[src/rtl/tick_irq_pkg.sv]
package tick_irq_pkg;
  localparam int IRQ_N     = 3;
  localparam int IRQ_TIMER = 0;
  localparam int IRQ_SEC   = 1;
  localparam int IRQ_DMA   = 2;
  typedef logic [IRQ_N-1:0] irq_vec_t;

  typedef enum logic {
    EDGE_RISE = 1'b0,
    EDGE_FALL = 1'b1
  } edge_kind_e;
endpackage

[src/rtl/tick_sync_edge.sv]
module tick_sync_edge
  import tick_irq_pkg::*;
#(
  parameter int         STAGES = 2,
  parameter edge_kind_e KIND   = EDGE_RISE
) (
  input  logic clk_i,
  input  logic rst_i,
  input  logic async_i,
  output logic evt_o
);
  logic [STAGES-1:0] chain_q;
  logic              last_q;
  logic              hit;

  generate
    if (KIND == EDGE_RISE) begin : g_rise
      assign hit = chain_q[STAGES-1] & ~last_q;
    end else begin : g_fall
      assign hit = ~chain_q[STAGES-1] & last_q;
    end
  endgenerate

  always_ff @(posedge clk_i) begin
    if (rst_i) begin
      chain_q <= '0;
      last_q  <= 1'b0;
      evt_o   <= 1'b0;
    end else begin
      chain_q <= {chain_q[STAGES-2:0], async_i};
      last_q  <= chain_q[STAGES-1];
      evt_o   <= hit;
    end
  end
endmodule

[src/rtl/tick_int_base.sv]
module tick_int_base #(
  parameter int CLK_DIV    = 10,
  parameter int US_PER_SEC = 1_000_000
) (
  input  logic clk_i,
  input  logic rst_i,
  input  logic en_i,
  output logic us_o,
  output logic sec_o
);
  localparam int DIV_W = (CLK_DIV > 1) ? $clog2(CLK_DIV) : 1;
  localparam int US_W  = (US_PER_SEC > 1) ? $clog2(US_PER_SEC) : 1;
  localparam logic [DIV_W-1:0] DIV_LAST = DIV_W'(CLK_DIV - 1);
  localparam logic [US_W-1:0]  US_LAST  = US_W'(US_PER_SEC - 1);

  logic [DIV_W-1:0] div_q;
  logic [US_W-1:0]  us_cnt_q;

  always_ff @(posedge clk_i) begin
    if (rst_i || !en_i) begin
      div_q    <= '0;
      us_cnt_q <= '0;
      us_o     <= 1'b0;
      sec_o    <= 1'b0;
    end else begin
      us_o  <= 1'b0;
      sec_o <= 1'b0;
      if (div_q == DIV_LAST) begin
        div_q <= '0;
        us_o  <= 1'b1;
        if (us_cnt_q == US_LAST) begin
          us_cnt_q <= '0;
          sec_o    <= 1'b1;
        end else begin
          us_cnt_q <= us_cnt_q + 1'b1;
        end
      end else begin
        div_q <= div_q + 1'b1;
      end
    end
  end
endmodule

[src/rtl/tick_subsec.sv]
module tick_subsec #(
  parameter int SUB_W  = 20,
  parameter int RATE_W = 3
) (
  input  logic              clk_i,
  input  logic              rst_i,
  input  logic              us_evt_i,
  input  logic              sec_evt_i,
  input  logic [RATE_W-1:0] rate_i,
  output logic [SUB_W-1:0]  count_o,
  output logic              timer_o,
  output logic              sec_o
);
  localparam int BASE_SHIFT = SUB_W - 3;
  localparam int SHW        = $clog2(SUB_W + 1);

  logic [SHW-1:0]   shamt;
  logic [SUB_W-1:0] low_mask;
  logic [SUB_W-1:0] nxt;
  logic             on_grid;

  always_comb begin
    shamt    = SHW'(BASE_SHIFT) - SHW'(rate_i);
    low_mask = ~({SUB_W{1'b1}} << shamt);
    nxt      = count_o + 1'b1;
    on_grid  = ((nxt & low_mask) == '0) && (nxt != '0);
  end

  always_ff @(posedge clk_i) begin
    if (rst_i) begin
      count_o <= '0;
      timer_o <= 1'b0;
      sec_o   <= 1'b0;
    end else begin
      timer_o <= 1'b0;
      sec_o   <= sec_evt_i;
      if (sec_evt_i) begin
        count_o <= '0;
      end else if (us_evt_i) begin
        count_o <= nxt;
        timer_o <= on_grid;
      end
    end
  end
endmodule

[src/rtl/tick_irq_latch.sv]
module tick_irq_latch
  import tick_irq_pkg::*;
(
  input  logic     clk_i,
  input  logic     rst_i,
  input  irq_vec_t set_i,
  input  logic     clr_wr_i,
  input  irq_vec_t clr_mask_i,
  output irq_vec_t status_o
);
  generate
    for (genvar i = 0; i < IRQ_N; i++) begin : g_bit
      always_ff @(posedge clk_i) begin
        if (rst_i) begin
          status_o[i] <= 1'b0;
        end else begin
          status_o[i] <= set_i[i] | (status_o[i] & ~(clr_wr_i & clr_mask_i[i]));
        end
      end
    end
  endgenerate
endmodule

[src/rtl/tick_irq_ctrl.sv]
module tick_irq_ctrl
  import tick_irq_pkg::*;
#(
  parameter int SUB_W       = 20,
  parameter int RATE_W      = 3,
  parameter int SYNC_STAGES = 2,
  parameter int CLK_DIV     = 10,
  parameter int US_PER_SEC  = 1_000_000
) (
  input  logic              clk_i,
  input  logic              rst_i,
  input  logic [RATE_W-1:0] ctrl_rate_i,
  input  logic              ctrl_int_i,
  input  logic              us_strobe_i,
  input  logic              sec_pulse_i,
  input  logic              dma_eop_i,
  input  logic              clr_wr_i,
  input  logic [2:0]        clr_mask_i,
  output logic [SUB_W-1:0]  sub_count_o,
  output logic [2:0]        status_o,
  output logic              irq_timer_o,
  output logic              irq_sec_o,
  output logic              irq_dma_o
);
  logic     ext_us, ext_sec, dma_fall;
  logic     int_us, int_sec;
  logic     us_evt, sec_evt;
  logic     timer_q, sec_q;
  irq_vec_t set_vec;
  irq_vec_t stat;

  tick_sync_edge #(.STAGES(SYNC_STAGES), .KIND(EDGE_RISE)) u_us_sync (
    .clk_i(clk_i), .rst_i(rst_i), .async_i(us_strobe_i), .evt_o(ext_us));
  tick_sync_edge #(.STAGES(SYNC_STAGES), .KIND(EDGE_RISE)) u_sec_sync (
    .clk_i(clk_i), .rst_i(rst_i), .async_i(sec_pulse_i), .evt_o(ext_sec));
  tick_sync_edge #(.STAGES(SYNC_STAGES), .KIND(EDGE_FALL)) u_dma_sync (
    .clk_i(clk_i), .rst_i(rst_i), .async_i(dma_eop_i), .evt_o(dma_fall));

  tick_int_base #(.CLK_DIV(CLK_DIV), .US_PER_SEC(US_PER_SEC)) u_base (
    .clk_i(clk_i), .rst_i(rst_i), .en_i(ctrl_int_i),
    .us_o(int_us), .sec_o(int_sec));

  assign us_evt  = ctrl_int_i ? int_us  : ext_us;
  assign sec_evt = ctrl_int_i ? int_sec : ext_sec;

  tick_subsec #(.SUB_W(SUB_W), .RATE_W(RATE_W)) u_sub (
    .clk_i(clk_i), .rst_i(rst_i), .us_evt_i(us_evt), .sec_evt_i(sec_evt),
    .rate_i(ctrl_rate_i), .count_o(sub_count_o), .timer_o(timer_q),
    .sec_o(sec_q));

  always_comb begin
    set_vec            = '0;
    set_vec[IRQ_TIMER] = timer_q;
    set_vec[IRQ_SEC]   = sec_q;
    set_vec[IRQ_DMA]   = dma_fall;
  end

  tick_irq_latch u_latch (
    .clk_i(clk_i), .rst_i(rst_i), .set_i(set_vec), .clr_wr_i(clr_wr_i),
    .clr_mask_i(clr_mask_i), .status_o(stat));

  assign status_o    = stat;
  assign irq_timer_o = stat[IRQ_TIMER];
  assign irq_sec_o   = stat[IRQ_SEC];
  assign irq_dma_o   = stat[IRQ_DMA];
endmodule

[config.mk]
export PLATFORM = sky130hd
export DESIGN_NAME = tick_irq_ctrl
export DESIGN_NICKNAME = d
export VERILOG_FILES = /design/src/rtl/tick_irq_pkg.sv /design/src/rtl/tick_sync_edge.sv /design/src/rtl/tick_int_base.sv /design/src/rtl/tick_subsec.sv /design/src/rtl/tick_irq_latch.sv /design/src/rtl/tick_irq_ctrl.sv
export SDC_FILE = /design/constraint.sdc
export NUM_CORES = 1
export LEC_CHECK = 0
export ABC_AREA = 1
export ABC_CLOCK_PERIOD_IN_PS = 3400
export BUFFER_PORTS_ARGS = -buffer_cell sky130_fd_sc_hd__buf_2
export CAP_MARGIN = 10
export CORE_UTILIZATION = 50
export CTS_CLUSTER_SIZE = 14
export DETAILED_ROUTE_END_ITERATION = 6
export PLACE_DENSITY = 0.71
export SLEW_MARGIN = 10
export SYNTH_ARGS = -nofsm -noshare
export SYNTH_HDL_FRONTEND = slang
export SYNTH_SLANG_ARGS = --single-unit
export TNS_END_PERCENT = 30
[constraint.sdc]
create_clock -name clk_i -period 3.4 [get_ports clk_i]
set_input_delay 0.17 -clock clk_i [delete_from_list [all_inputs] [get_ports clk_i]]
set_output_delay 0.17 -clock clk_i [all_outputs]
set_load 0.1 [all_outputs]
# --- Word level (Yosys, flattened, before mapping) ---
# Cells that the tools add are included.
totals:
  out_inout_bits: 26
  word_cells: 62
  ramBits: 0
  latchBits: 0
  mem_bits_ro: 0
  mem_count: 0
  ff_bits: 63
op_classes:
  div: 0
  n_reduce_logical: 9
  n_eq_ne: 2
  addsub: 4
  mul: 0
  bitwise_logic: 22
  muxes: 5
  shift: 1
  magnitude_cmp: 0
ops:
  columns: ["cell", "n"]
  rows:
  - ["$add A20 B1 Y20 const B", 2]
  - ["$and A20 B20 Y20", 1]
  - ["$eq A20 B20 Y1 const B", 1]
  - ["$logic_not A20 Y1", 1]
  - ["$mux W20", 1]
  - ["$not A20 Y20", 1]
  - ["$reduce_bool A20 Y1", 1]
  - ["$shl A20 B5 Y20 const A", 1]
  - ["$and A1 B1 Y1", 9]
  - ["$not A1 Y1", 8]
  - ["$reduce_or A2 Y1", 3]
  - ["$sub A5 B3 Y5 const A", 1]
  - ["$add A4 B1 Y4 const B", 1]
  - ["$eq A4 B4 Y1 const B", 1]
  - ["$mux W1", 4]
  - ["$or A1 B1 Y1", 3]
  - ["$reduce_or A3 Y1", 1]
  - ["$logic_and A1 B1 Y1", 1]
  - ["$logic_not A1 Y1", 1]
  - ["$logic_or A1 B1 Y1", 1]

# --- Depth between registers and ports, before layout ---
# Gate-level depths: netlist of run 1.
depth:
  depth_word: 6
  mapped_depth: 13
  mapped_depth_nobuf: 13

# --- Hierarchy ---
# From an unflattened synthesis of run 1, not the netlist that was laid out.
unflattened:
  hier_cells: 575
  area_unflattened_um2: 3656.0
modules_own_cells:
  columns: ["mod", "seq_area_each_um2", "cells_each", "area_per_inst_um2", "n_inst"]
  rows:
  - ["tick_subsec", 440.4, 294, 1744.2, 1]
  - ["tick_int_base", 520.5, 220, 1405.1, 1]
  - ["tick_sync_edge", 80.1, 12, 115.1, 3]
  - ["tick_irq_latch", 60.1, 15, 112.6, 1]
  - ["tick_irq_ctrl", 0.0, 10, 48.8, 1]

# --- Worst setup path before layout of run 1 ---
# Ideal clock, no wire load.
synth_timing:
  path_type: "register to register"
  startpoint: "register u_sub.count_o[0]"
  endpoint: "register u_sub.timer_o"
  t_arrival_ps: 2333
  path_stages_with_launch: 13
  setup_time_ps: 114
  t_required_ps: 3286
  path_slack_ps: 953
  n_path_buf: 0
  period_less_slack_ps: 2447
  cell_sequence: "dfxtp_1 -> ha_1 -> nand3_1 -> nor2_1 -> nand3_1 -> nand2_1 -> nand2_1 -> nor2_1 -> nand2_1 -> nor2_1 -> nand2_1 -> nand2_1 -> nor2_2"
synth_between:
  elab_chain_cells: 4
  elab_cells_between_ends: 5
  classes_between: "add/sub: 1; bitwise: 1; reduce/logical: 3"
synth_rtl:
  columns: ["element", "line", "rtl"]
  rows:
  - ["from (decl)", "tick_subsec.sv:10", "output logic [SUB_W-1:0] count_o,"]
  - ["from (signal assigned)", "tick_subsec.sv:40", "count_o <= nxt;"]
  - ["$add A20 B1 Y20 *", "tick_subsec.sv:25", "nxt = count_o + 1'b1;"]
  - ["$and A20 B20 Y20", "tick_subsec.sv:26", "on_grid = ((nxt & low_mask) == '0) && (nxt != '0);"]
  - ["$logic_not A20 Y1", "tick_subsec.sv:26", null]
  - ["$logic_and A1 B1 Y1 *", "tick_subsec.sv:26", null]
  - ["to (signal assigned)", "tick_subsec.sv:41", "timer_o <= on_grid;"]
  - ["to (decl)", "tick_subsec.sv:11", "output logic timer_o,"]
# Mark *: on every way between the ends. The rest lies on a longest branch, timed or not.
# A chain may end at the register's enable or synchronous reset.

# --- Worst setup path after layout of run 1 ---
# Same ends and word-level chain as after synthesis.

==> results by stage, run 1 <==
Status:
- The flow ran to the end, and the final reports show no timing, DRC or antenna violations.

Critical path:
- The required arrival time at the worst endpoint is 3.63 ns.
- Walking the worst path, the cells encountered are ha_1 > nand3_1 > nor2_1 > nand3_1 > nand2_1 > nand2_1 > nor2_1 > nand2_1 > nor2_1 > nand2_1 > nand2_1 > nor2_2.
- The setup path with the least slack is of type reg -> reg.
- Along the worst path, the maximum fanout reaches 8.
- STA classifies the critical path endpoint as a flip-flop.
- The data arrival time of the critical path is 2.28 ns.
- Grouping stages by cell kind, the critical path spends the most delay in simple AND/OR/NAND/NOR gates.
- The element type at the critical path start is a flip-flop.
- The highest cell delay on the worst timing path is 0.48 ns.
- The buffers plus inverters on the worst setup path is 0.
- The most used cell along the critical path is sky130_fd_sc_hd__nand2_1.
- The largest individual stage delay along the critical path comes from the cell sky130_fd_sc_hd__dfxtp_1.

STA:
- The minimum period implied by the final worst setup slack is 2.05 ns.
- The sum of negative setup slack is 0 ns.
- In the post-route analysis, the smallest setup slack over all paths is 1.35 ns.
- Setup violations remaining at the end of the flow were counted as 0.
- The count of pins over their slew limit is 0.
- Setup repair after global routing left no endpoint under its margin.
- Hold is met by 0.0455 ns.
- Timing would allow up to 488 MHz.
- Measured against its own limit, the worst slew margin works out to 57.0%.
- At the pin with the least slew margin, the transition time is 0.642 ns.
- The final number of hold-violating endpoints is 0.
- The setup clock skew after layout is 0.00796 ns.
- The share of the cycle needed by the critical path after routing is 60.3%.

Final layout:
- The filler cells instantiated in the layout total 629.
- In the final layout, the multi-input gates occupy 0.00169 mm2.
- The footprint of the flip-flops and latches is 0.00126 mm2.
- The growth of design area from synthesis to finish is 13.2%.
- In the final design database the tool counted 562 nets.
- After the flow finishes, the layout carries non-filler instances totaling 623.
- Of the cells placed in the final design, the portion with a size suffix greater than 1 is 12.5%.
- Once layout is complete, the utilization of the core stands at 58.8%.
- The repair_antennas step left the layout with diodes totalling 0.

Clocking:
- In this run the deepest clock path goes through 2 buffers.
- The number of buffers inserted by hold repair at cts is 0.
- The insertion delay of the later-clocked pin in the worst-skew pair is 0.33 ns.
- The number of H-tree levels is 3.
- Clock tree synthesis selected as its root buffer the cell sky130_fd_sc_hd__clkbuf_8.
- The number of buffers created by CTS is 9.
- After clock tree synthesis, the clock-pin slew on the worst setup and hold paths is 0.07 ns.
- The CTS sink count is 63.
- The number of buffers inserted to repair setup after CTS is 0.
- Gates resized during post-CTS repair numbered 0.
- The TritonCTS clock tree is built.

Die:
- After floorplanning, the core was sized to cover 0.00635 mm2.
- The number of primary I/O pins is 39.
- The placement row count is 29.
- The starting density of the core is 51.9%.
- The floorplan step defined a die boundary enclosing 0.00692 mm2.
- The floorplan step set the die width to 83.2 um.
- The die is 83.2 um tall.

Pwr:
- The leakage power total is 0.00173 uW.
- The power per cell area is 402 mW/mm2.
- The maximum resistive drop on vdd is 0.334 mV.

Drt:
- The count of antenna-violating nets left after detailed routing is 0.
- The ratio of routed vias to standard cells is 4.99.
- After detailed routing, the average wire length per cell comes to 11.1 um.
- The final layout contains routed wiring with a total length of 6930 um.
- The number of design-rule violations left by the first detailed-router iteration is 170.
- For this block, the via count after detailed routing is 3,109.
- The number of remaining DRC errors is 0.
- The first TritonRoute pass finished after 7 iterations.

Synth:
- Synthesis instantiated 35 different standard cells from the library.
- For this run, the register share of the synthesized area comes to 38.3%.
- The most used flip-flop cell after synthesis is sky130_fd_sc_hd__dfxtp_1.
- The number of enable flip-flop cells after synthesis is 0.
- The cell count after synthesis is 501.
- The number of nets handed over by synthesis was 522.
- The synthesized cell area is 0.00330 mm2.
- The mean instance size in the synthesized netlist is 6.58 um2.
- For this run, the number of Yosys warnings is 0.
- The fraction of registers with async set/reset is 0%.
- The flip-flop and latch count after synthesis is 63.

Global routing:
- After global routing, the most crowded layer is met2.
- The global routing met2 resource utilization is 33.2%.
- The first global-routing pass estimated 12,300 um of wire.
- The number of global-route vias before repair is 2,810.
- For this run the aggregate overflow at the end of global routing stands at 0.
- The maximum number of pins on one net before global-route repair is 28.
- For this run, global-route usage on met1 was measured as 29.9%.
- For met3 alone, demand over resource in global routing was 4.17%.
- The number of antenna violations at the first check in global routing is 0.
- The all-layer global routing usage is 21.6%.

Placed design:
- The routability-driven placement congestion ratio is 0.907.
- The worst-case setup slack after placement is 1.38 ns.
- After legalization and detailed placement, the total HPWL measured 5180 um.
- The count of buffers inserted at the top-level ports is 38.
- Including well taps, the total number of placed cells is 607.

Job:
- The count of maximum capacitance violations is 0.

Hold path:
- The worst min-delay path category is in -> reg.
-- final timing paths --
path / from / to / slack [ns] / cells after the start
setup / recovery: u_sub.count_o[0] / u_sub.timer_o / 1.35 / 12
hold / removal: us_strobe_i / u_us_sync.chain_q[0] / 0.05 / 3
setup reg to reg: u_sub.count_o[0] / u_sub.timer_o / 1.35 / 12
hold reg to reg: u_sec_sync.last_q / u_sec_sync.evt_o / 0.39 / 1
-- cell type report --
cell class,instances,area share (%)
clock buffer,13,3.99
timing repair buffer,39,5.30
clock inverter,3,1.14
tap,77,2.58
inverter,79,7.95
sequential,63,33.8
multi-input combinational,349,45.3
-- logic make-up after synthesis --
logic type | Yosys count | synth area share (%)
and+or+nand+nor | 276 | 37.0
buffers and inverters | 89 | 10.5
adders and majority gates | 8 | 3.04
AOI/OAI and AO/OA | 58 | 9.34
xor gates and xnor gates | 7 | 1.86
DFF | 63 | 38.3
-- metrics by stage --
step | instance area, um2 | power (uW)
floorplan | 3300 | 861
global placement | 3540 | 886
detailed placement | 3540 | 888
CTS | 3730 | 1520
global route | 3730 | 1570
finish | 3730 | 1500
-- cells in the final DEF (no fill, tap or decap), types with 4 or more instances in the layout --
| cell type | count |
|---|---|
| sky130_fd_sc_hd__o21ai_0 | 24 |
| sky130_fd_sc_hd__inv_1 | 76 |
| sky130_fd_sc_hd__nand3_1 | 27 |
| sky130_fd_sc_hd__nor2_1 | 73 |
| sky130_fd_sc_hd__buf_2 | 38 |
| sky130_fd_sc_hd__nand4_1 | 13 |
| sky130_fd_sc_hd__dfxtp_1 | 63 |
| sky130_fd_sc_hd__clkbuf_8 | 10 |
| sky130_fd_sc_hd__nand2_1 | 131 |
| sky130_fd_sc_hd__nor3_1 | 12 |
| sky130_fd_sc_hd__a21oi_1 | 25 |
| sky130_fd_sc_hd__nor2_4 | 4 |
| sky130_fd_sc_hd__nor2_2 | 4 |
| sky130_fd_sc_hd__ha_1 | 8 |
| sky130_fd_sc_hd__xnor2_1 | 4 |
-- cells in the mapped netlist, types with 2 or more instances --
cell type                    n  area, um2
sky130_fd_sc_hd__o21ai_0    24        120
sky130_fd_sc_hd__nor2_1     73        274
sky130_fd_sc_hd__a211oi_1    2       15.0
sky130_fd_sc_hd__a31oi_1     2       12.5
sky130_fd_sc_hd__nand3_1    27        135
sky130_fd_sc_hd__a21oi_1    25        125
sky130_fd_sc_hd__nand4_1    13       81.3
sky130_fd_sc_hd__buf_4       3       22.5
sky130_fd_sc_hd__nand2_1   131        492
sky130_fd_sc_hd__nor2_2      4       25.0
sky130_fd_sc_hd__nor3_1     12       60.1
sky130_fd_sc_hd__nor2_4      4       45.0
sky130_fd_sc_hd__xnor2_1     4       35.0
sky130_fd_sc_hd__nor4_1      2       12.5
sky130_fd_sc_hd__inv_1      76        285
sky130_fd_sc_hd__ha_1        8        100
sky130_fd_sc_hd__dfxtp_1    63       1260
sky130_fd_sc_hd__clkinv_1    2       7.51
sky130_fd_sc_hd__o211ai_1    2       15.0
sky130_fd_sc_hd__or2_2       2       12.5
sky130_fd_sc_hd__clkbuf_1    6       22.5
sky130_fd_sc_hd__xor2_1      3       26.3
-- state kept, by name, indices dropped and copies added (netlist names), 2 cells and up --
name,cells
u_latch.status_o,3
u_base.div_q,4
u_sub.count_o,20
u_base.us_cnt_q,20
u_sec_sync.chain_q,2
u_dma_sync.chain_q,2
u_us_sync.chain_q,2
-- worst register-to-register path: cells and delay by family (launching register included) --
| kind | cells | cell delay [ns] |
|---|---|---|
| adders and majority gates | 1 | 0.28 |
| DFF | 1 | 0.48 |
| and+or+nand+nor | 11 | 1.19 |
-- report_power, final --
part           total, uW  internal (uW)  switching (uW)  leakage [uW]
registers            759            749            9.19      0.000510
clock network        631            358             272     0.0000936
logic                113           26.9            85.9       0.00112
-- per-layer routing --
layer | share of wire, % | wire [um]
met1 | 51 | 3560
met2 | 42 | 2930
met4 | 1.1 | 76
met3 | 5.3 | 364
met5 | 0 | 0
(Power assumes the default switching activity.)
==> run 2: changes to the inputs <==
--- a/config.mk
+++ b/config.mk
@@ -6,13 +6,13 @@
 export NUM_CORES = 1
 export LEC_CHECK = 0
 export ABC_AREA = 1
-export ABC_CLOCK_PERIOD_IN_PS = 3400
+export ABC_CLOCK_PERIOD_IN_PS = 1700
 export BUFFER_PORTS_ARGS = -buffer_cell sky130_fd_sc_hd__buf_2
 export CAP_MARGIN = 10
 export CORE_UTILIZATION = 50
 export CTS_CLUSTER_SIZE = 14
 export DETAILED_ROUTE_END_ITERATION = 6
-export PLACE_DENSITY = 0.71
+export PLACE_DENSITY = 0.74
 export SLEW_MARGIN = 10
 export SYNTH_ARGS = -nofsm -noshare
 export SYNTH_HDL_FRONTEND = slang
==> constraint.sdc (replaced) <==
create_clock -name clk_i -period 1.7 [get_ports clk_i]
set_input_delay 0.085 -clock clk_i [delete_from_list [all_inputs] [get_ports clk_i]]
set_output_delay 0.085 -clock clk_i [all_outputs]
set_load 0.1 [all_outputs]
==> results by stage, run 2 (synthesis gave the netlist of run 1 again) <==
Final layout:
- The number of diodes added for antenna fixing came to 0 (unchanged).
- The growth of design area from synthesis to finish is 26.0%.
- The final net count came to 586 (+4.3%).
- The most common cell after layout, fill and taps aside is sky130_fd_sc_hd__nand2_1.
- The largest registers in the layout are u_base.us_cnt_q x20, u_sub.count_o x20, u_base.div_q x4.
- The multi-input gate area in the final layout is 0.00186 mm2 (+10%).
- The fraction of final layout cells sized beyond drive strength 1 is 24.6% (+12 points).
- The number of filler instances in the final layout came to 578 (-8.1%).
- The final standard cell utilization of the core is 65.4% (+6.7 points).
- The footprint of the flip-flops and latches came to 0.00133 mm2 (+5.1%).
- Leaving out fill and tap cells, the most frequent cells in the layout are 123 x sky130_fd_sc_hd__nand2_1, 73 x sky130_fd_sc_hd__inv_1, 64 x sky130_fd_sc_hd__nor2_1.

STA:
- The pin slew with the least headroom to its limit is 0.498 ns (-0.143 ns).
- The highest achievable clock rate is 611 MHz (+25%).
- The final setup slack of the worst path is 0.0629 ns (-1.29 ns).
- The count of pins over their slew limit is 0 (unchanged).
- The setup clock skew after layout is 0.00691 ns (-0.00105 ns).
- The share of the cycle needed by the critical path after routing is 96.3% (+36 points).
- The minimum period implied by the final worst setup slack is 1.64 ns (-0.414 ns).
- The final number of hold-violating endpoints is 0 (unchanged).
- Setup repair after global routing could not meet its margin everywhere.
- The worst slew margin relative to its limit is 67.0% (+10 points).
- The final-layout worst hold slack is 0.0590 ns (+0.0135 ns).
- The setup-violating endpoint count in the final report was 0 (unchanged).

Pwr:
- The leakage power total is 0.00197 uW (+14%).
- The maximum resistive drop on vdd is 0.508 mV (+52%).
- The power per cell area is 724 mW/mm2 (+80%).

Global routing:
- The first-pass GRT wire length is 12,800 um (+3.5%).
- The all-layer global routing usage was 22.4% (+0.85 points).
- The number of antenna violations at the first check in global routing is 0 (unchanged).
- The maximum number of pins on one net before global-route repair is 28 (unchanged).
- The total grt overflow is 0 (unchanged).
- The number of global-route vias before repair is 2,972 (+5.8%).

Clocking:
- The CTS sink count is 63 (unchanged).
- The buffer depth of the longest clock path was 2 (unchanged).
- The number of buffers created by CTS is 9 (unchanged).
- The insertion delay of the later-clocked pin in the worst-skew pair was 0.33 ns (about the same).
- The TritonCTS clock tree is built.
- The root buffer cell chosen for the clock tree is sky130_fd_sc_hd__clkbuf_8.
- The number of H-tree levels is 3 (unchanged).
- The clock input transition at the sequential cells of the worst setup and hold paths came to 0.07 ns (about the same).

Status:
- The run finished with clean final reports.

Job:
- The count of maximum capacitance violations is 0 (unchanged).

Drt:
- The average wire per cell in the routed design is 12.0 um (+7.4%).
- The highest metal layer with signal wires is met4.
- The count of antenna-violating nets left after detailed routing is 0 (unchanged).
- The met1 wire length was 3540 um (-0.42%).
- The detailed route wirelength on metal3 is 507 um (+39%).
- The number of optimization iterations in the first detailed-route pass came to 4 (-3).
- The length of routed met2 wiring is 3490 um (+19%).
- The overall routed net length is 7730 um (+12%).
- The number of design-rule violations left by the first detailed-router iteration came to 175 (+2.9%).
- The number of remaining DRC errors came to 0 (unchanged).
- The ratio of routed vias to standard cells is 5.07 (+1.6%).
- The number of vias after detailed routing was 3,279 (+5.5%).

Die:
- The starting density of the core was 51.9% (unchanged).
- The core footprint was 0.00635 mm2 (unchanged).
- The number of primary I/O pins is 39 (unchanged).
- The placement row count is 29 (unchanged).
- The floorplan die area is 0.00692 mm2 (unchanged).
- The die height came to 83.2 um (unchanged).
- The die outline width came to 83.2 um (unchanged).

Critical path:
- The element type at the critical path start is a flip-flop.
- The data arrival time of the critical path is 1.87 ns (-0.41 ns).
- The largest fanout on the critical path is 6 (-2).
- The required arrival time at the worst endpoint is 1.93 ns (-1.70 ns).
- The capturing element type of the critical path is a flip-flop.
- The highest cell delay on the worst timing path was 0.39 ns (-0.09 ns).
- The slowest stage of the critical path is the sky130_fd_sc_hd__dfxtp_4 cell.
- The buffers plus inverters on the worst setup path is 0 (unchanged).
- The gate family responsible for the most delay along the worst path is simple AND/OR/NAND/NOR gates.
- The signal on the critical path passes through ha_4 > nand2_4 > nor2_4 > nand3_2 > nor2_1 > nand2_1 > nand2_2 > nand2_1 > nand2_1 > nor2_1 > nor2_1 > nor2_2.
- The critical path is of the reg -> reg type.

Hold path:
- The worst hold path belongs to the class in -> reg.

Placed design:
- The count of buffers inserted at the top-level ports was 38 (unchanged).
- The worst-case setup slack after placement is -0.0229 ns (-1.40 ns).
- The routability-driven placement congestion ratio was 0.931 (+2.6%).
- The post-DP HPWL is 5370 um (+3.6%).
[run 2: routing by layer]
metal  track usage (%)  vias to the layer above
met2              35.4                       91
met3              5.27                       18
met4              10.3                        0
met1              29.0                     1459
li1                  -                     1711
met5                 0                        -
[run 2: repair_timing]
| action | in CTS | in global routing |
|---|---|---|
| endpoints found under the hold margin | 3 | 0 |
| gates resized for setup | 6 | 35 |
| hold buffers | 3 | 0 |
| endpoints found under the setup margin | 2 | 18 |
| buffers inserted | 2 | 9 |
| pin swaps | 2 | 8 |
[run 2: power breakdown]
| group | internal [uW] | total, uW | switching [uW] |
|---|---|---|---|
| clock network | 681 | 1260 | 583 |
| registers | 1480 | 1500 | 19.9 |
| logic | 67.3 | 245 | 177 |
| total | 2230 | 3010 | 780 |
[run 2: final cells by class]
class	instances	share of cell area [%]
well taps	77	2.32
clock inverters	5	1.39
clock buffers	11	3.16
flip-flops and latches	63	31.9
repair buffers	63	9.27
inverters	79	7.14
multi-input cells	349	44.8
[run 2: worst paths after layout]
| check | from | depth (start not counted) | end | slack [ns] |
|---|---|---|---|---|
| setup / recovery | u_sub.count_o[0] | 12 | u_sub.timer_o | 0.06 |
| hold / removal | clr_mask_i[0] | 4 | u_latch.status_o[0] | 0.06 |
| setup reg to reg | u_sub.count_o[0] | 12 | u_sub.timer_o | 0.06 |
| hold reg to reg | u_sec_sync.last_q | 1 | u_sec_sync.evt_o | 0.39 |
[run 2: stage by stage]
step	cell area, um2	power (uW)	std cells	setup TNS (ns)
after CTS	3960	3020	638	0
after global routing	4160	3120	647	-0.241
final	4160	3010	647	0
after floorplan	3390	1710	501	-0.0255
after global placement	3700	1760	617	0
after detailed placement	3700	1770	617	-0.0229
[run 2: tightest hold or removal path, cell delays in order]
cell and delay (ns):
sky130_fd_sc_hd__buf_2 0.09, sky130_fd_sc_hd__nand2_1 0.06, sky130_fd_sc_hd__a21oi_1 0.05, sky130_fd_sc_hd__nor2_1 0.07
==> run 3: changes to the inputs <==
--- a/config.mk
+++ b/config.mk
@@ -5,13 +5,13 @@
 export SDC_FILE = /design/constraint.sdc
 export NUM_CORES = 1
 export LEC_CHECK = 0
-export ABC_AREA = 1
 export ABC_CLOCK_PERIOD_IN_PS = 1700
 export BUFFER_PORTS_ARGS = -buffer_cell sky130_fd_sc_hd__buf_2
 export CAP_MARGIN = 10
 export CORE_UTILIZATION = 50
 export CTS_CLUSTER_SIZE = 14
 export DETAILED_ROUTE_END_ITERATION = 6
+export MAX_ROUTING_LAYER = met4
 export PLACE_DENSITY = 0.74
 export SLEW_MARGIN = 10
 export SYNTH_ARGS = -nofsm -noshare
==> results by stage, run 3 <==
Clocking:
- The clock input transition at the sequential cells of the worst setup and hold paths came to 0.06 ns (about the same).
- The root buffer cell chosen for the clock tree is sky130_fd_sc_hd__clkbuf_8.
- The CTS sink count was 63 (unchanged).
- The insertion delay of the later-clocked pin in the worst-skew pair was 0.34 ns (about the same).
- The number of buffers created by CTS is 9 (unchanged).
- The number of H-tree levels is 3 (unchanged).
- TritonCTS built the clock tree.
- The buffer depth of the longest clock path is 2 (unchanged).

Pwr:
- The leakage power total was 0.00183 uW (-7.1%).
- The maximum resistive drop on vdd is 0.637 mV (+25%).
- The power per cell area is 615 mW/mm2 (-15%).

Final layout:
- The number of diodes added for antenna fixing was 0 (unchanged).
- The final cell area excluding filler cells is 0.00429 mm2 (+3.3%).
- The final net count is 475 (-19%).
- The fraction of final layout cells sized beyond drive strength 1 is 37.9% (+13 points).
- The top cell types in the final layout, fill and taps aside, are 58 x sky130_fd_sc_hd__nor2_1, 53 x sky130_fd_sc_hd__buf_4, 38 x sky130_fd_sc_hd__buf_2.
- The final standard cell utilization of the core is 71.2% (+5.8 points).
- The most common cell after layout, fill and taps aside is sky130_fd_sc_hd__nor2_1.
- The growth of design area from synthesis to finish is 35.7%.
- In the final layout, the registers with the most flip-flops are u_base.us_cnt_q x20, u_sub.count_o x20, u_base.div_q x4.

Synth:
- The portion of the post-synthesis area used by sequential elements was 39.9% (+1.6 points).
- The mean instance size in the synthesized netlist is 8.57 um2 (+30%).
- The warning count from the yosys run is 0 (unchanged).
- The number of enable flip-flop cells after synthesis is 0 (unchanged).
- The count of different cell masters after synthesis is 47 (+34%).
- The net count after synthesis is 390 (-25%).
- The area share of the leading cell type in the synthesized netlist is 39.9% (+1.6 points).
- The biggest area contributor in the post-synthesis netlist is sky130_fd_sc_hd__dfxtp_1.
- The synthesized cell area was 0.00316 mm2 (-4.1%).
- The flip-flop and latch count after synthesis is 63 (unchanged).
- By count the netlist is led by 63 x sky130_fd_sc_hd__dfxtp_1, 63 x sky130_fd_sc_hd__nor2_1, 31 x sky130_fd_sc_hd__xor2_1, 27 x sky130_fd_sc_hd__nand2_1, 23 x sky130_fd_sc_hd__nand3_1.
- The fraction of registers with async set/reset is 0% (unchanged).
- The most common flop cell mapped by yosys is sky130_fd_sc_hd__dfxtp_1.
- By area the synthesized netlist is led by sky130_fd_sc_hd__dfxtp_1 40%, sky130_fd_sc_hd__xor2_1 8.6%, sky130_fd_sc_hd__nor2_1 7.5%.
- The cell count after synthesis is 369 (-26%).

Critical path:
- The startpoint-to-endpoint class of the critical path is reg -> reg.
- The data arrival time of the critical path is 2.00 ns (+0.13 ns).
- The largest fanout on the critical path is 5 (-1).
- The capturing element type of the critical path is a flip-flop.
- The worst setup path is launched from a flip-flop.
- The number of cells traversed by the worst register-to-register path came to 7 (-5).
- The critical path launch point is u_sub.count_o[1].
- The slack of the worst reg-to-reg path is -0.01 ns (-0.08 ns).
- The capture point of the worst path is u_sub.timer_o.
- The required arrival time at the worst endpoint is 1.98 ns (+0.05 ns).
- The endpoint identified for the worst register-to-register timing path is u_sub.timer_o.
- The startpoint of the worst-slack reg-to-reg timing path is u_sub.count_o[1].

Global routing:
- The number of global-route vias before repair came to 2,450 (-18%).
- The total grt overflow is 0 (unchanged).
- The maximum number of pins on one net before global-route repair is 21 (-25%).
- The all-layer global routing usage is 23.1% (+0.65 points).
- The first-pass GRT wire length came to 11,300 um (-11%).
- The number of antenna violations at the first check in global routing is 0 (unchanged).

Drt:
- The ratio of routed vias to standard cells is 5.32 (+4.9%).
- The length of routed met2 wiring is 3440 um (-1.4%).
- The highest metal layer with signal wires is met4.
- The average wire per cell in the routed design is 14.1 um (+18%).
- The number of vias after detailed routing is 2,828 (-14%).
- The number of remaining DRC errors is 0 (unchanged).
- The detailed route wirelength on metal3 is 328 um (-35%).
- The number of design-rule violations left by the first detailed-router iteration is 157 (-10%).
- The number of optimization iterations in the first detailed-route pass came to 4 (unchanged).
- The met1 wire length came to 3590 um (+1.3%).
- The overall routed net length is 7500 um (-3.1%).
- The count of antenna-violating nets left after detailed routing is 0 (unchanged).

STA:
- Setup repair after global routing could not meet its margin everywhere.
- The sum of negative setup slack came to -0.0146 ns (-0.0146 ns).
- The final-layout worst hold slack is -0.00421 ns (-0.0632 ns).
- The final setup slack of the worst path is -0.0146 ns (-0.0775 ns).
- The final number of hold-violating endpoints was 1 (+1).
- The setup clock skew after layout was 0.00814 ns (+0.00123 ns).
- The worst slew margin relative to its limit is 66.3% (-0.75 points).
- The highest achievable clock rate came to 583 MHz (-4.5%).
- The count of pins over their slew limit is 0 (unchanged).
- The pin slew with the least headroom to its limit is 0.510 ns (+0.0114 ns).
- The minimum period implied by the final worst setup slack was 1.71 ns (+0.0775 ns).
- The share of the cycle needed by the critical path after routing is 101% (+4.6 points).
- The setup-violating endpoint count in the final report is 1 (+1).

Job:
- The count of maximum capacitance violations is 0 (unchanged).

Die:
- The die height is 81.5 um (-2.0%).
- The core footprint was 0.00603 mm2 (-5.1%).
- The placement row count is 28 (-3.4%).
- The number of primary I/O pins came to 39 (unchanged).
- The die outline width is 81.5 um (-2.0%).
- The floorplan die area came to 0.00665 mm2 (-4.0%).
- The starting density of the core is 52.5% (+0.57 points).

Placed design:
- The post-DP HPWL is 4970 um (-7.5%).
- The count of buffers inserted at the top-level ports was 38 (unchanged).
- The routability-driven placement congestion ratio is 0.870 (-6.5%).
- The standard cell area after detailed placement was 0.00380 mm2 (+2.6%).

Hold path:
- The beginning of the worst hold path is dma_eop_i.
- The worst min-delay path category is in -> reg.

Status:
- The final reports fail on negative hold slack, negative setup slack.
- The flow ran to the end, but the final reports show violations.
## run 3: changes by cell type in the layout (fill, tap and decap cells not counted), sizes merged, moves of 4 or more
cell	delta
nand2	-105
buf	+36
nor4	+8
nor2b	+14
inv	-71
nand3	-6
nor2	-18
o21ai	-20
xnor2	+17
a21oi	-19
and3	+4
xor2	+28
## run 3: worst min-delay path by stage
stage,to,depth (start not counted)
5_1_grt,u_dma_sync.chain_q[0],2
3_3_place_gp,u_sec_sync.chain_q[0],2
2_1_floorplan,u_dma_sync.chain_q[0],1
6_report,u_dma_sync.chain_q[0],2
3_5_place_dp,u_sec_sync.chain_q[0],2
4_1_cts,u_dma_sync.chain_q[0],2
## run 3: layout make-up
| cell class | count | area [um2] |
|---|---|---|
| multi-input cells | 274 | 1980 |
| clock inverters | 3 | 15.0 |
| repair buffers | 99 | 707 |
| inverters | 7 | 26.3 |
| fillers | 429 | 1730 |
| clock buffers | 11 | 131 |
| well taps | 75 | 93.8 |
| flip-flops and latches | 63 | 1340 |
## run 3: critical path, cell delays in order, from the launching register on
cell                      delay [ns]
sky130_fd_sc_hd__dfxtp_4        0.38
sky130_fd_sc_hd__ha_4           0.16
sky130_fd_sc_hd__and3_2         0.24
sky130_fd_sc_hd__nand2_1        0.08
sky130_fd_sc_hd__o22ai_2        0.18
sky130_fd_sc_hd__nand4_1        0.13
sky130_fd_sc_hd__nor4_2         0.30
sky130_fd_sc_hd__o221a_1        0.20
## run 3: logic make-up after synthesis
logic type / share of synthesized area (%)
compound gates: 5.70
buf+inv: 5.14
mux: 1.31
xor+xnor: 14.4
fa+ha+maj: 3.16
simple gates: 30.4
flops: 39.9
## run 3: metrics by stage
step / instances / power [uW] / setup WS [ns]
after floorplan: 369 / 1570 / -0.190
after global routing: 532 / 2720 / -0.149
final: 532 / 2640 / -0.0146
after CTS: 516 / 2640 / -0.0400
after detailed placement: 499 / 1620 / -0.0680
after global placement: 499 / 1620 / -0.0423
## run 3: repair_timing
| action | CTS | global route |
|---|---|---|
| setup buffers | 1 | 14 |
| resized for setup | 3 | 36 |
| cloned | 0 | 2 |
| endpoints found under the hold margin | 2 | 0 |
| pin swaps | 1 | 19 |
| hold buffers | 2 | 0 |
| endpoints found under the setup margin | 7 | 24 |
## run 3: per-layer routing
metal	vias to the layer above	track usage, %
met5	-	-
met4	0	9.82
met3	15	4.67
met2	79	34.7
met1	1312	30.0
li1	1422	-
## run 3: report_power, final
part           switching (uW)  leakage [uW]  internal, uW
Clock                     530     0.0000788           505
Combinational            76.6       0.00122          63.5
Sequential               5.70      0.000528          1460
